## config.mk

```make
export PLATFORM = sky130hd
export DESIGN_NAME = gpio_wm_port
export DESIGN_NICKNAME = d
export VERILOG_FILES = /design/src/rtl/gpio_wm_pkg.sv /design/src/rtl/gpio_wm_mreg.sv /design/src/rtl/gpio_wm_sync.sv /design/src/rtl/gpio_wm_rdmux.sv /design/src/rtl/gpio_wm_port.sv
export SDC_FILE = /design/constraint.sdc
export NUM_CORES = 1
export LEC_CHECK = 0
export CORE_MARGIN = 2
export CORE_UTILIZATION = 48
export DETAILED_ROUTE_END_ITERATION = 8
export PLACE_DENSITY_LB_ADDON = 0.1
export SKIP_LAST_GASP = 1
export SYNTH_ARGS = -nofsm -noshare
export SYNTH_HDL_FRONTEND = slang
export SYNTH_SLANG_ARGS = --single-unit
```

## constraint.sdc

```tcl
create_clock -name clk -period 1.11 [get_ports clk]
set_clock_uncertainty 0.05 [all_clocks]
set_input_delay 0.333 -clock clk [delete_from_list [all_inputs] [get_ports clk]]
set_output_delay 0.333 -clock clk [all_outputs]
set_load 0.02 [all_outputs]
```

## src/rtl/gpio_wm_pkg.sv

```systemverilog
package gpio_wm_pkg;

    localparam int          ADDR_W       = 8;
    localparam logic [7:0]  OFS_OUTVAL   = 8'h00;
    localparam logic [7:0]  OFS_DIRN     = 8'h08;
    localparam logic [7:0]  OFS_PINLVL   = 8'h70;
    localparam logic [7:0]  OFS_IDENT    = 8'h78;
    localparam logic [7:0]  HI_STEP      = 8'h04;
    localparam logic [31:0] IDENT_WORD   = 32'h01000C2B;

    typedef enum logic [2:0] {
        TGT_NONE,
        TGT_OUTVAL,
        TGT_DIRN,
        TGT_PINLVL,
        TGT_IDENT
    } tgt_e;

    typedef struct packed {
        tgt_e tgt;
        logic hi;
    } dec_t;

    function automatic dec_t addr_decode(input logic [ADDR_W-1:0] a);
        dec_t d;
        d.tgt = TGT_NONE;
        d.hi  = 1'b0;
        if (a == OFS_OUTVAL)                 d.tgt = TGT_OUTVAL;
        else if (a == OFS_OUTVAL + HI_STEP)  begin d.tgt = TGT_OUTVAL; d.hi = 1'b1; end
        else if (a == OFS_DIRN)              d.tgt = TGT_DIRN;
        else if (a == OFS_DIRN + HI_STEP)    begin d.tgt = TGT_DIRN;   d.hi = 1'b1; end
        else if (a == OFS_PINLVL)            d.tgt = TGT_PINLVL;
        else if (a == OFS_PINLVL + HI_STEP)  begin d.tgt = TGT_PINLVL; d.hi = 1'b1; end
        else if (a == OFS_IDENT)             d.tgt = TGT_IDENT;
        return d;
    endfunction

endpackage

```

## src/rtl/gpio_wm_mreg.sv

```systemverilog
module gpio_wm_mreg #(
    parameter int HALF_W = 16
) (
    input  logic                clk,
    input  logic                rst_n,
    input  logic [1:0]          wr_half,
    input  logic [2*HALF_W-1:0] wword,
    output logic [2*HALF_W-1:0] q
);
    localparam int PINS = 2 * HALF_W;

    logic [HALF_W-1:0] en_bits;
    logic [HALF_W-1:0] val_bits;

    assign en_bits  = wword[PINS-1:HALF_W];
    assign val_bits = wword[HALF_W-1:0];

    always_ff @(posedge clk or negedge rst_n) begin
        if (!rst_n) begin
            q <= '0;
        end else begin
            for (int h = 0; h < 2; h++) begin
                if (wr_half[h]) begin
                    q[h*HALF_W +: HALF_W] <= (q[h*HALF_W +: HALF_W] & ~en_bits)
                                           | (val_bits & en_bits);
                end
            end
        end
    end
endmodule

```

## src/rtl/gpio_wm_sync.sv

```systemverilog
module gpio_wm_sync #(
    parameter int W      = 32,
    parameter int STAGES = 2
) (
    input  logic         clk,
    input  logic         rst_n,
    input  logic [W-1:0] d,
    output logic [W-1:0] q
);
    logic [W-1:0] stage [STAGES];

    always_ff @(posedge clk or negedge rst_n) begin
        if (!rst_n) begin
            for (int s = 0; s < STAGES; s++) stage[s] <= '0;
        end else begin
            stage[0] <= d;
            for (int s = 1; s < STAGES; s++) stage[s] <= stage[s-1];
        end
    end

    assign q = stage[STAGES-1];
endmodule

```

## src/rtl/gpio_wm_rdmux.sv

```systemverilog
module gpio_wm_rdmux
    import gpio_wm_pkg::*;
#(
    parameter int HALF_W = 16
) (
    input  dec_t                sel,
    input  logic [2*HALF_W-1:0] outval,
    input  logic [2*HALF_W-1:0] dirn,
    input  logic [2*HALF_W-1:0] pinlvl,
    output logic [2*HALF_W-1:0] word
);
    localparam int PINS = 2 * HALF_W;

    function automatic logic [PINS-1:0] pick(input logic [PINS-1:0] r, input logic hi);
        return hi ? {{HALF_W{1'b0}}, r[PINS-1:HALF_W]} : {{HALF_W{1'b0}}, r[HALF_W-1:0]};
    endfunction

    always_comb begin
        unique case (sel.tgt)
            TGT_OUTVAL: word = pick(outval, sel.hi);
            TGT_DIRN:   word = pick(dirn, sel.hi);
            TGT_PINLVL: word = pick(pinlvl, sel.hi);
            TGT_IDENT:  word = PINS'(IDENT_WORD);
            default:    word = '0;
        endcase
    end
endmodule

```

## src/rtl/gpio_wm_port.sv

```systemverilog
module gpio_wm_port
    import gpio_wm_pkg::*;
#(
    parameter int HALF_W      = 16,
    parameter int SYNC_STAGES = 2
) (
    input  logic                clk,
    input  logic                rst_n,
    input  logic                bus_en,
    input  logic                bus_wr,
    input  logic [ADDR_W-1:0]   bus_addr,
    input  logic [2*HALF_W-1:0] bus_wdata,
    output logic [2*HALF_W-1:0] bus_rdata,
    input  logic [2*HALF_W-1:0] pin_in,
    output logic [2*HALF_W-1:0] pad_out,
    output logic [2*HALF_W-1:0] pad_oe
);
    localparam int PINS = 2 * HALF_W;

    dec_t            dec;
    logic            wr_cyc;
    logic            rd_cyc;
    logic [1:0]      wr_out;
    logic [1:0]      wr_dir;
    logic [PINS-1:0] outval_q;
    logic [PINS-1:0] dirn_q;
    logic [PINS-1:0] pinlvl_q;
    logic [PINS-1:0] rd_word;

    assign dec    = addr_decode(bus_addr);
    assign wr_cyc = bus_en & bus_wr;
    assign rd_cyc = bus_en & ~bus_wr;

    assign wr_out = {wr_cyc && dec.tgt == TGT_OUTVAL &&  dec.hi,
                     wr_cyc && dec.tgt == TGT_OUTVAL && !dec.hi};
    assign wr_dir = {wr_cyc && dec.tgt == TGT_DIRN &&  dec.hi,
                     wr_cyc && dec.tgt == TGT_DIRN && !dec.hi};

    gpio_wm_mreg #(.HALF_W(HALF_W)) u_outval (
        .clk(clk), .rst_n(rst_n), .wr_half(wr_out), .wword(bus_wdata), .q(outval_q));

    gpio_wm_mreg #(.HALF_W(HALF_W)) u_dirn (
        .clk(clk), .rst_n(rst_n), .wr_half(wr_dir), .wword(bus_wdata), .q(dirn_q));

    gpio_wm_sync #(.W(PINS), .STAGES(SYNC_STAGES)) u_sync (
        .clk(clk), .rst_n(rst_n), .d(pin_in), .q(pinlvl_q));

    gpio_wm_rdmux #(.HALF_W(HALF_W)) u_rdmux (
        .sel(dec), .outval(outval_q), .dirn(dirn_q), .pinlvl(pinlvl_q), .word(rd_word));

    always_ff @(posedge clk or negedge rst_n) begin
        if (!rst_n)      bus_rdata <= '0;
        else if (rd_cyc) bus_rdata <= rd_word;
    end

    assign pad_out = outval_q;
    assign pad_oe  = dirn_q;
endmodule

```

# Word level (Yosys, flattened, before mapping)
# Cells that the tools add are included.
# op_classes
n_eq_ne	10
mux	15
n_bitwise	13
n_reduce_logical	8
# op_table
operator	count
case mux 32 bit (4 select lines)	1
bitwise AND 16 bit	5
OR 16 bit	4
2-to-1 mux 16 bit	3
== test 8 x 7 -> 1 bit, second input constant	3
== test 8 x 4 -> 1 bit, second input constant	2
NOT 16 bit	1
2-to-1 mux 3 bit	5
== test 8 x 3 -> 1 bit, second input constant	1
zero test 8 bit	1
2-to-1 mux 4 bit	2
== test 3 x 2 -> 1 bit, second input constant	2
logical AND 1 bit	6
2-to-1 mux 1 bit	4
== test 3 x 1 -> 1 bit, second input constant	1
== test 3 bit, second input constant	1
bitwise AND 1 bit	2
zero test 1 bit	1
NOT 1 bit	1
# totals
regBits	160
out_inout_bits	96

# Depth between registers and ports, before layout
# Gate-level depths: netlist of the first run.
# logic_depth
ltp_word	11
depth_mapped	7
mapped_depth_nobuf	5

# Cells and area by module
# From an unflattened synthesis of the first run, not the netlist that was laid out.
# hier_totals
hier_cells	500
hier_area_um2	6957.9
# modules_own_cells
mod	instances	cells_per_inst	area_each_um2
gpio_wm_mreg	2	100	1418.9
gpio_wm_sync	1	96	1841.8
gpio_wm_port	1	87	1327.5
gpio_wm_rdmux	1	117	950.9

# Least setup slack after synthesis of the first run
# Ideal clock, no wire load.
# synth_path
kind	in2reg
start	input bus_addr[6]
end	register bus_rdata[15]
setup_time_ns	0.145
t_arrival_ns	1.655
required_time_ns	0.915
path_slack_ns	-0.740
stages	7
path_cell_list	and4b_1 > o21ai_2 > buf_4 > buf_2 > mux2i_1 > a2bb2oi_1 > o221ai_1
# synth_via
elab_chain_cells	10
word_cells_on_any_way	26
cone_classes	10 x eq/ne; 15 x mux; 1 x reduce/logical
# synth_rtl
element	line	source
from (decl)	gpio_wm_port.sv:11	input logic [ADDR_W-1:0] bus_addr,
== test 8 x 7 -> 1 bit	gpio_wm_pkg.sv:34	else if (a == OFS_IDENT) d.tgt = TGT_IDENT;
2-to-1 mux 3 bit	gpio_wm_pkg.sv:34	
2-to-1 mux 3 bit	gpio_wm_pkg.sv:33	else if (a == OFS_PINLVL + HI_STEP) begin d.tgt = TGT_PINLVL; d.hi = 1'b1; end
2-to-1 mux 3 bit	gpio_wm_pkg.sv:32	else if (a == OFS_PINLVL) d.tgt = TGT_PINLVL;
2-to-1 mux 4 bit	gpio_wm_pkg.sv:31	else if (a == OFS_DIRN + HI_STEP) begin d.tgt = TGT_DIRN; d.hi = 1'b1; end
2-to-1 mux 3 bit	gpio_wm_pkg.sv:30	else if (a == OFS_DIRN) d.tgt = TGT_DIRN;
2-to-1 mux 4 bit	gpio_wm_pkg.sv:29	else if (a == OFS_OUTVAL + HI_STEP) begin d.tgt = TGT_OUTVAL; d.hi = 1'b1; end
2-to-1 mux 3 bit	gpio_wm_pkg.sv:28	if (a == OFS_OUTVAL) d.tgt = TGT_OUTVAL;
== test 3 bit, or another cell as far along	gpio_wm_rdmux.sv:19	unique case (sel.tgt)
case mux 32 bit (4 select lines) (*)	gpio_wm_rdmux.sv:19	
to (signal assigned)	gpio_wm_port.sv:53	else if (rd_cyc) bus_rdata <= rd_word;
to (decl)	gpio_wm_port.sv:13	output logic [2*HALF_W-1:0] bus_rdata,
# Mark *: on every way between the ends. The rest lies on a longest branch, timed or not.
# A chain may end at the register's enable or synchronous reset.

==> results of run 1 <==
per-stage QoR:
| stage | cell area [um2] | setup TNS (ps) | cells | hold WS, ps |
|---|---|---|---|---|
| after detailed placement | 8610 | -123760 | 870 | 181 |
| after floorplan | 6130 | -48430 | 461 | -12.6 |
| final | 10400 | -65380 | 975 | 295 |
| after global placement | 8610 | -117470 | 870 | 182 |
| after global routing | 10400 | -72910 | 975 | 284 |
| after CTS | 10100 | -59390 | 951 | 284 |
cell families (layout without fill, tap and decap cells):
kind of cell	after synthesis	in the layout	synth area share [%]
AO/OA/AOI/OAI	39	39	5.17
multiplexers	100	100	18.2
flip-flops	145	145	61.0
AND/OR/NAND/NOR	127	127	11.9
buffers and inverters	35	381	3.66
other	1	15	0.0630
power breakdown:
part           total, mW  internal (mW)  switching [mW]
clock               5.51           3.18            2.33
sequential          5.51           5.44          0.0701
combinational       1.08          0.545           0.535
cells in the final DEF, fill, tap and decap left out, types with 8 or more instances in the layout:
cell type / instances
buf_12: 8
nand4_1: 27
mux2_4: 42
mux2_2: 24
buf_4: 151
conb_1: 15
dfrtp_1: 145
nand2_1: 26
clkdlybuf4s50_1: 64
nand2_4: 17
buf_6: 112
o221ai_1: 9
nand2_2: 31
mux2i_1: 30
clkbuf_16: 17
a2bb2oi_1: 8
worst paths after layout:
| kind | end | slack (ps) | depth (start not counted) |
|---|---|---|---|
| max in group asynchronous | u_sync.stage[37]$_DFF_PN0_ | 210 | 3 |
| worst max register to register | bus_rdata[12]$_DFFE_PN0P_ | -220 | 5 |
| min in group asynchronous | asynchronous set/reset pin | 300 | 2 |
| worst min-delay path | u_sync.stage[56]$_DFF_PN0_ | 290 | 1 |
| worst min register to register | u_sync.q[22]$_DFF_PN0_ | 300 | 0 |
| worst max-delay path | register | -680 | 8 |
layer usage:
metal,GRT usage [%],routed length [um],vias to the layer above
met1,36.3,8020,2648
met2,50.1,10400,268
li1,-,-,2281
met3,6.43,1220,66
met5,0,0,-
met4,13.7,682,0
area by class of cell:
cell class	count	area, um2
clock buffer	19	443
clock inverter	13	129
fill	542	1610
multi-input combinational	281	2650
sequential	145	3630
tap	168	210
timing repair buffer	349	3390
what timing repair did:
action | in CTS | in global routing
setup buffers | 41 | 28
setup endpoints to repair | 162 | 162
pin swaps | 35 | 18
hold buffers | 1 | 0
gates cloned | 7 | 2
gates resized for setup | 621 | 61
hold endpoints to repair | 18 | 0
critical path: cells and delay by family:
family	cells	cell delay, ps
simple gates	4	940
buf+inv	3	440
mux	1	310
==> run metrics, run 1 <==
Post-Synthesis Cell Area=~5900 um2; routed wire length=~20000 um; chip width=approximately 120 um; DR pass1 iterations=4; most used standard cells in the synthesized netlist=dfrtp_1, nand2_1, mux2_1, mux2i_1, nand4_1; number of input and output port buffers inserted=about 160; RSZ-0062 raised after global routing=true; maximum fanout encountered on the critical timing path=7; launch point of the worst path=bus_addr[6]; mean area per synthesized cell=~13 um2; chain of cells forming the critical path=buf_8 > buf_6 > nor4_4 > nand2_2 > nor3_4 > buf_6 > nand2_2 > mux2_4; utilization after layout=86.6%; Vias=about 5300; Area Growth Syn to Fin=75.6%; root buffer selected by CTS=clkbuf_16; Post-layout nets=870; launch instance of the worst register-to-register path=bus_rdata[12]$_DFFE_PN0P_; Initial Utilization=49.3%; overall routing resource usage=between 20% and 30%; detailed-route wire length per cell=approximately 21 um; post-route minimum period=~1800 ps; Fmax achieved=558 MHz; leading area contributor after synthesis=dfrtp_1; number of vias per cell=roughly 5.4; share of final-layout standard cells stronger than drive strength 1=56.9%; EDFF count, synth=0; startpoint of the worst hold path=pin_in[24]; Inserted Clock Buffers=17; dominant register cell in the synthesized netlist=dfrtp_1; final total power=12.1 mW; Synth Register Bits=approximately 150; pin count of the biggest net entering global routing=29; type of the tightest min-delay check=primary input to register; leakage power figure=around 5.3 nW; top area cells in the synthesized netlist=dfrtp_1, mux2_1, mux2i_1, mux2_2, nand2_1; Netlist cell types=34; number of diodes=0; violations in the final reports=setup timing; core area=between 10000 and 15000 um2; HPWL after DPL=approximately 12000 um; final period utilization=161%; die footprint=about 13000 um2; CTS tree=yes; setup slack after placement=-1380 ps; Critical Path Start Type=primary input; Post-route DRC=0; H-Tree Depth=4; DR iter-0 viols=approximately 380; Warnings, synthesis=0; fraction of synthesis flops using an asynchronous set or reset pin=100%; Clock Sinks=between 100 and 150; Pins Over Slew Limit=0; nature of the critical path endpoint=register; Final WS setup=-681 ps; result of the run=finished, violations left; maximum ir drop on the vdd rail=~1.1 mV; kind of critical path=primary input to register; endpoint arrival time on the critical path=~2000 ps; final setup vio count=162; part of the Yosys area used for sequential elements=a little over 60%; GR Overflow Total=0; delay contributed by the slowest stage of the critical path=approximately 380 ps; CTS clk-pin slew, worst paths=approximately 60 ps; post-synthesis instance total=around 450; routability congestion estimate from global placement=roughly 0.81; most instantiated library cell after synthesis=dfrtp_1; portion of synthesized cell area occupied by the leading cell type=61.0%; number of placement rows=40; final hold vios=0; Data required, critical path=1360 ps; io pins=172; antenna violations before repair=0; slowest cell on the critical path=nor4_4; count of max-cap constraint violations=0; number of global-route vias before repair=5526; global-route wire length before repair=between 20000 and 30000 um; Worst-Skew Late Latency=~420 ps; antenna violation net count after detailed routing=0; areal power density over the cells=about 1200 nW/um2; Vert. Die Dim=~120 um; Max Root-Sink Buffers=2
Power figures use the tool's default switching activity.
==> run 2: changes to the inputs <==
--- a/config.mk
+++ b/config.mk
@@ -5,11 +5,11 @@
 export SDC_FILE = /design/constraint.sdc
 export NUM_CORES = 1
 export LEC_CHECK = 0
+export ABC_CLOCK_PERIOD_IN_PS = 1110
 export CORE_MARGIN = 2
 export CORE_UTILIZATION = 48
 export DETAILED_ROUTE_END_ITERATION = 8
 export PLACE_DENSITY_LB_ADDON = 0.1
-export SKIP_LAST_GASP = 1
 export SYNTH_ARGS = -nofsm -noshare
 export SYNTH_HDL_FRONTEND = slang
 export SYNTH_SLANG_ARGS = --single-unit
==> run metrics, run 2 (synthesis results as in run 1) <==
Vias=5265 (was 5263); nature of the critical path endpoint=register (unchanged); Area Growth Syn to Fin=76.6% (was 75.6%); pin count of the biggest net entering global routing=29 (unchanged); antenna violations before repair=0 (unchanged); Critical Path Start Type=primary input (unchanged); H-Tree Depth=4 (unchanged); core area=12100 um2 (unchanged); maximum fanout encountered on the critical timing path=6 (was 7); number of global-route vias before repair=5524 (was 5526); Final WS setup=-691 ps (was -681 ps); Clock Sinks=145 (unchanged); CTS clk-pin slew, worst paths=70 ps (was 60 ps); result of the run=finished, violations left (unchanged); leading cell types in the layout, fill and taps excluded=buf_4, dfrtp_1, buf_6 (unchanged); detailed-route wire length per cell=21.1 um (was 20.9 um); most congested layer reported by global routing=met2 (unchanged); RSZ-0062 raised after global routing=true (unchanged); Inserted Clock Buffers=17 (unchanged); Pins Over Slew Limit=0 (unchanged); met1 capacity usage during global routing=36.2% (was 36.3%); Initial Utilization=49.3% (unchanged); number of vias per cell=5.41 (was 5.40); die footprint=13300 um2 (unchanged); antenna violation net count after detailed routing=0 (unchanged); post-route minimum period=1800 ps (was 1790 ps); final setup vio count=162 (unchanged); maximum ir drop on the vdd rail=1.13 mV (was 1.14 mV); final period utilization=162% (was 161%); areal power density over the cells=1160 nW/um2 (about the same); Worst-Skew Late Latency=430 ps (was 420 ps); violations in the final reports=setup timing (unchanged); DR pass1 iterations=5 (was 4); leakage power figure=5.40 nW (was 5.34 nW); met2 usage=49.3% (was 50.1%); global-route wire length before repair=29200 um (was 29400 um); Vert. Die Dim=115 um (unchanged); placed cell areas=8610 um2 (unchanged); setup slack after placement=-1380 ps (unchanged); routability congestion estimate from global placement=0.806 (unchanged); most common cell after layout, fill and taps aside=buf_4 (unchanged); DR iter-0 viols=351 (was 377); Max Root-Sink Buffers=2 (unchanged); share of final-layout standard cells stronger than drive strength 1=56.9% (about the same); Post-layout nets=869 (was 870); total non-filler cell area in the finished layout=10500 um2 (was 10400 um2); routed wire length=20500 um (was 20300 um); CTS tree=yes (unchanged); Fmax achieved=555 MHz (was 558 MHz); HPWL after DPL=11700 um (unchanged); endpoint arrival time on the critical path=2040 ps (about the same); global routing usage on met3=6.22% (was 6.43%); Post-route DRC=0 (unchanged); number of diodes=0 (unchanged); chip width=115 um (unchanged); overall routing resource usage=29.4% (was 29.6%); count of max-cap constraint violations=0 (unchanged); number of input and output port buffers inserted=156 (unchanged); root buffer selected by CTS=clkbuf_16 (unchanged); GR Overflow Total=0 (unchanged); final hold vios=0 (unchanged); number of placement rows=40 (unchanged); io pins=172 (unchanged); type of the tightest min-delay check=primary input to register (unchanged); Data required, critical path=1350 ps (was 1360 ps); kind of critical path=primary input to register (unchanged); Fill cells=529 (was 542)
==> run 2: changes by cell type in the layout (fill, tap and decap cells not counted), moves of 3 or more <==
cell,change
buf_8,+3
nand2_2,-6
nand2_4,+7
buf_6,-3
==> run 2: per-stage QoR <==
stage,TNS (ps),hold slack [ps],instances,utilization (%),total power [mW]
2_1_floorplan,-48430,-12.6,461,-,5.84
3_3_place_gp,-117470,182,870,71.4,6.47
3_5_place_dp,-123760,181,870,71.4,6.50
4_1_cts,-59360,284,951,83.4,12.0
5_1_grt,-69380,281,974,87.1,12.5
6_report,-62900,288,974,87.1,12.1
==> run 2: timing repair <==
| action | 4_1_cts | 5_1_grt |
|---|---|---|
| endpoints found under the hold margin | 18 | 0 |
| pin swaps | 36 | 22 |
| setup endpoints to repair | 162 | 162 |
| resized for setup | 624 | 72 |
| gates cloned | 7 | 2 |
| hold buffers | 1 | 0 |
| setup buffers | 41 | 27 |
==> run 2: layout make-up <==
cell class	count	area [um2]	area share [%]
Clock buffer	19	443	4.22
Clock inverter	13	129	1.23
Multi-Input combinational cell	281	2700	25.7
Sequential cell	145	3630	34.5
Tap cell	168	210	2.00
Timing Repair Buffer	348	3390	32.3
==> run 2: where the power goes <==
group	switching, mW	internal [mW]	total (mW)
Combinational	0.546	0.550	1.10
Sequential	0.0715	5.44	5.51
Clock	2.36	3.18	5.54
Total	2.98	9.17	12.1
==> run 2: final timing paths <==
path / endpoint / startpoint / slack (ps) / cells after the start
min in group asynchronous: asynchronous set/reset pin / rst_n / 300 / 2
hold / removal: u_sync.stage[40]$_DFF_PN0_ / pin_in[8] / 290 / 1
setup reg to reg: bus_rdata[12]$_DFFE_PN0P_ / register / -290 / 4
setup / recovery: bus_rdata[12]$_DFFE_PN0P_ / bus_addr[5] / -690 / 8
hold reg to reg: u_sync.q[22]$_DFF_PN0_ / u_sync.stage[54]$_DFF_PN0_ / 300 / 0
max in group asynchronous: u_sync.q[21]$_DFF_PN0_ / rst_n / 220 / 3
==> run 2: routing by layer <==
| metal | up-vias | share of wire [%] |
|---|---|---|
| met5 | - | 0 |
| met4 | 0 | 3.4 |
| met1 | 2642 | 39 |
| li1 | 2290 | - |
| met2 | 272 | 51 |
| met3 | 61 | 6.3 |
==> run 2: worst max-delay path: stages <==
cell       delay (ps)
buf_8             110
and4b_2           270
o21ai_4           320
buf_12            180
buf_12            140
mux2i_1           270
a2bb2oi_1         250
o221ai_1          160
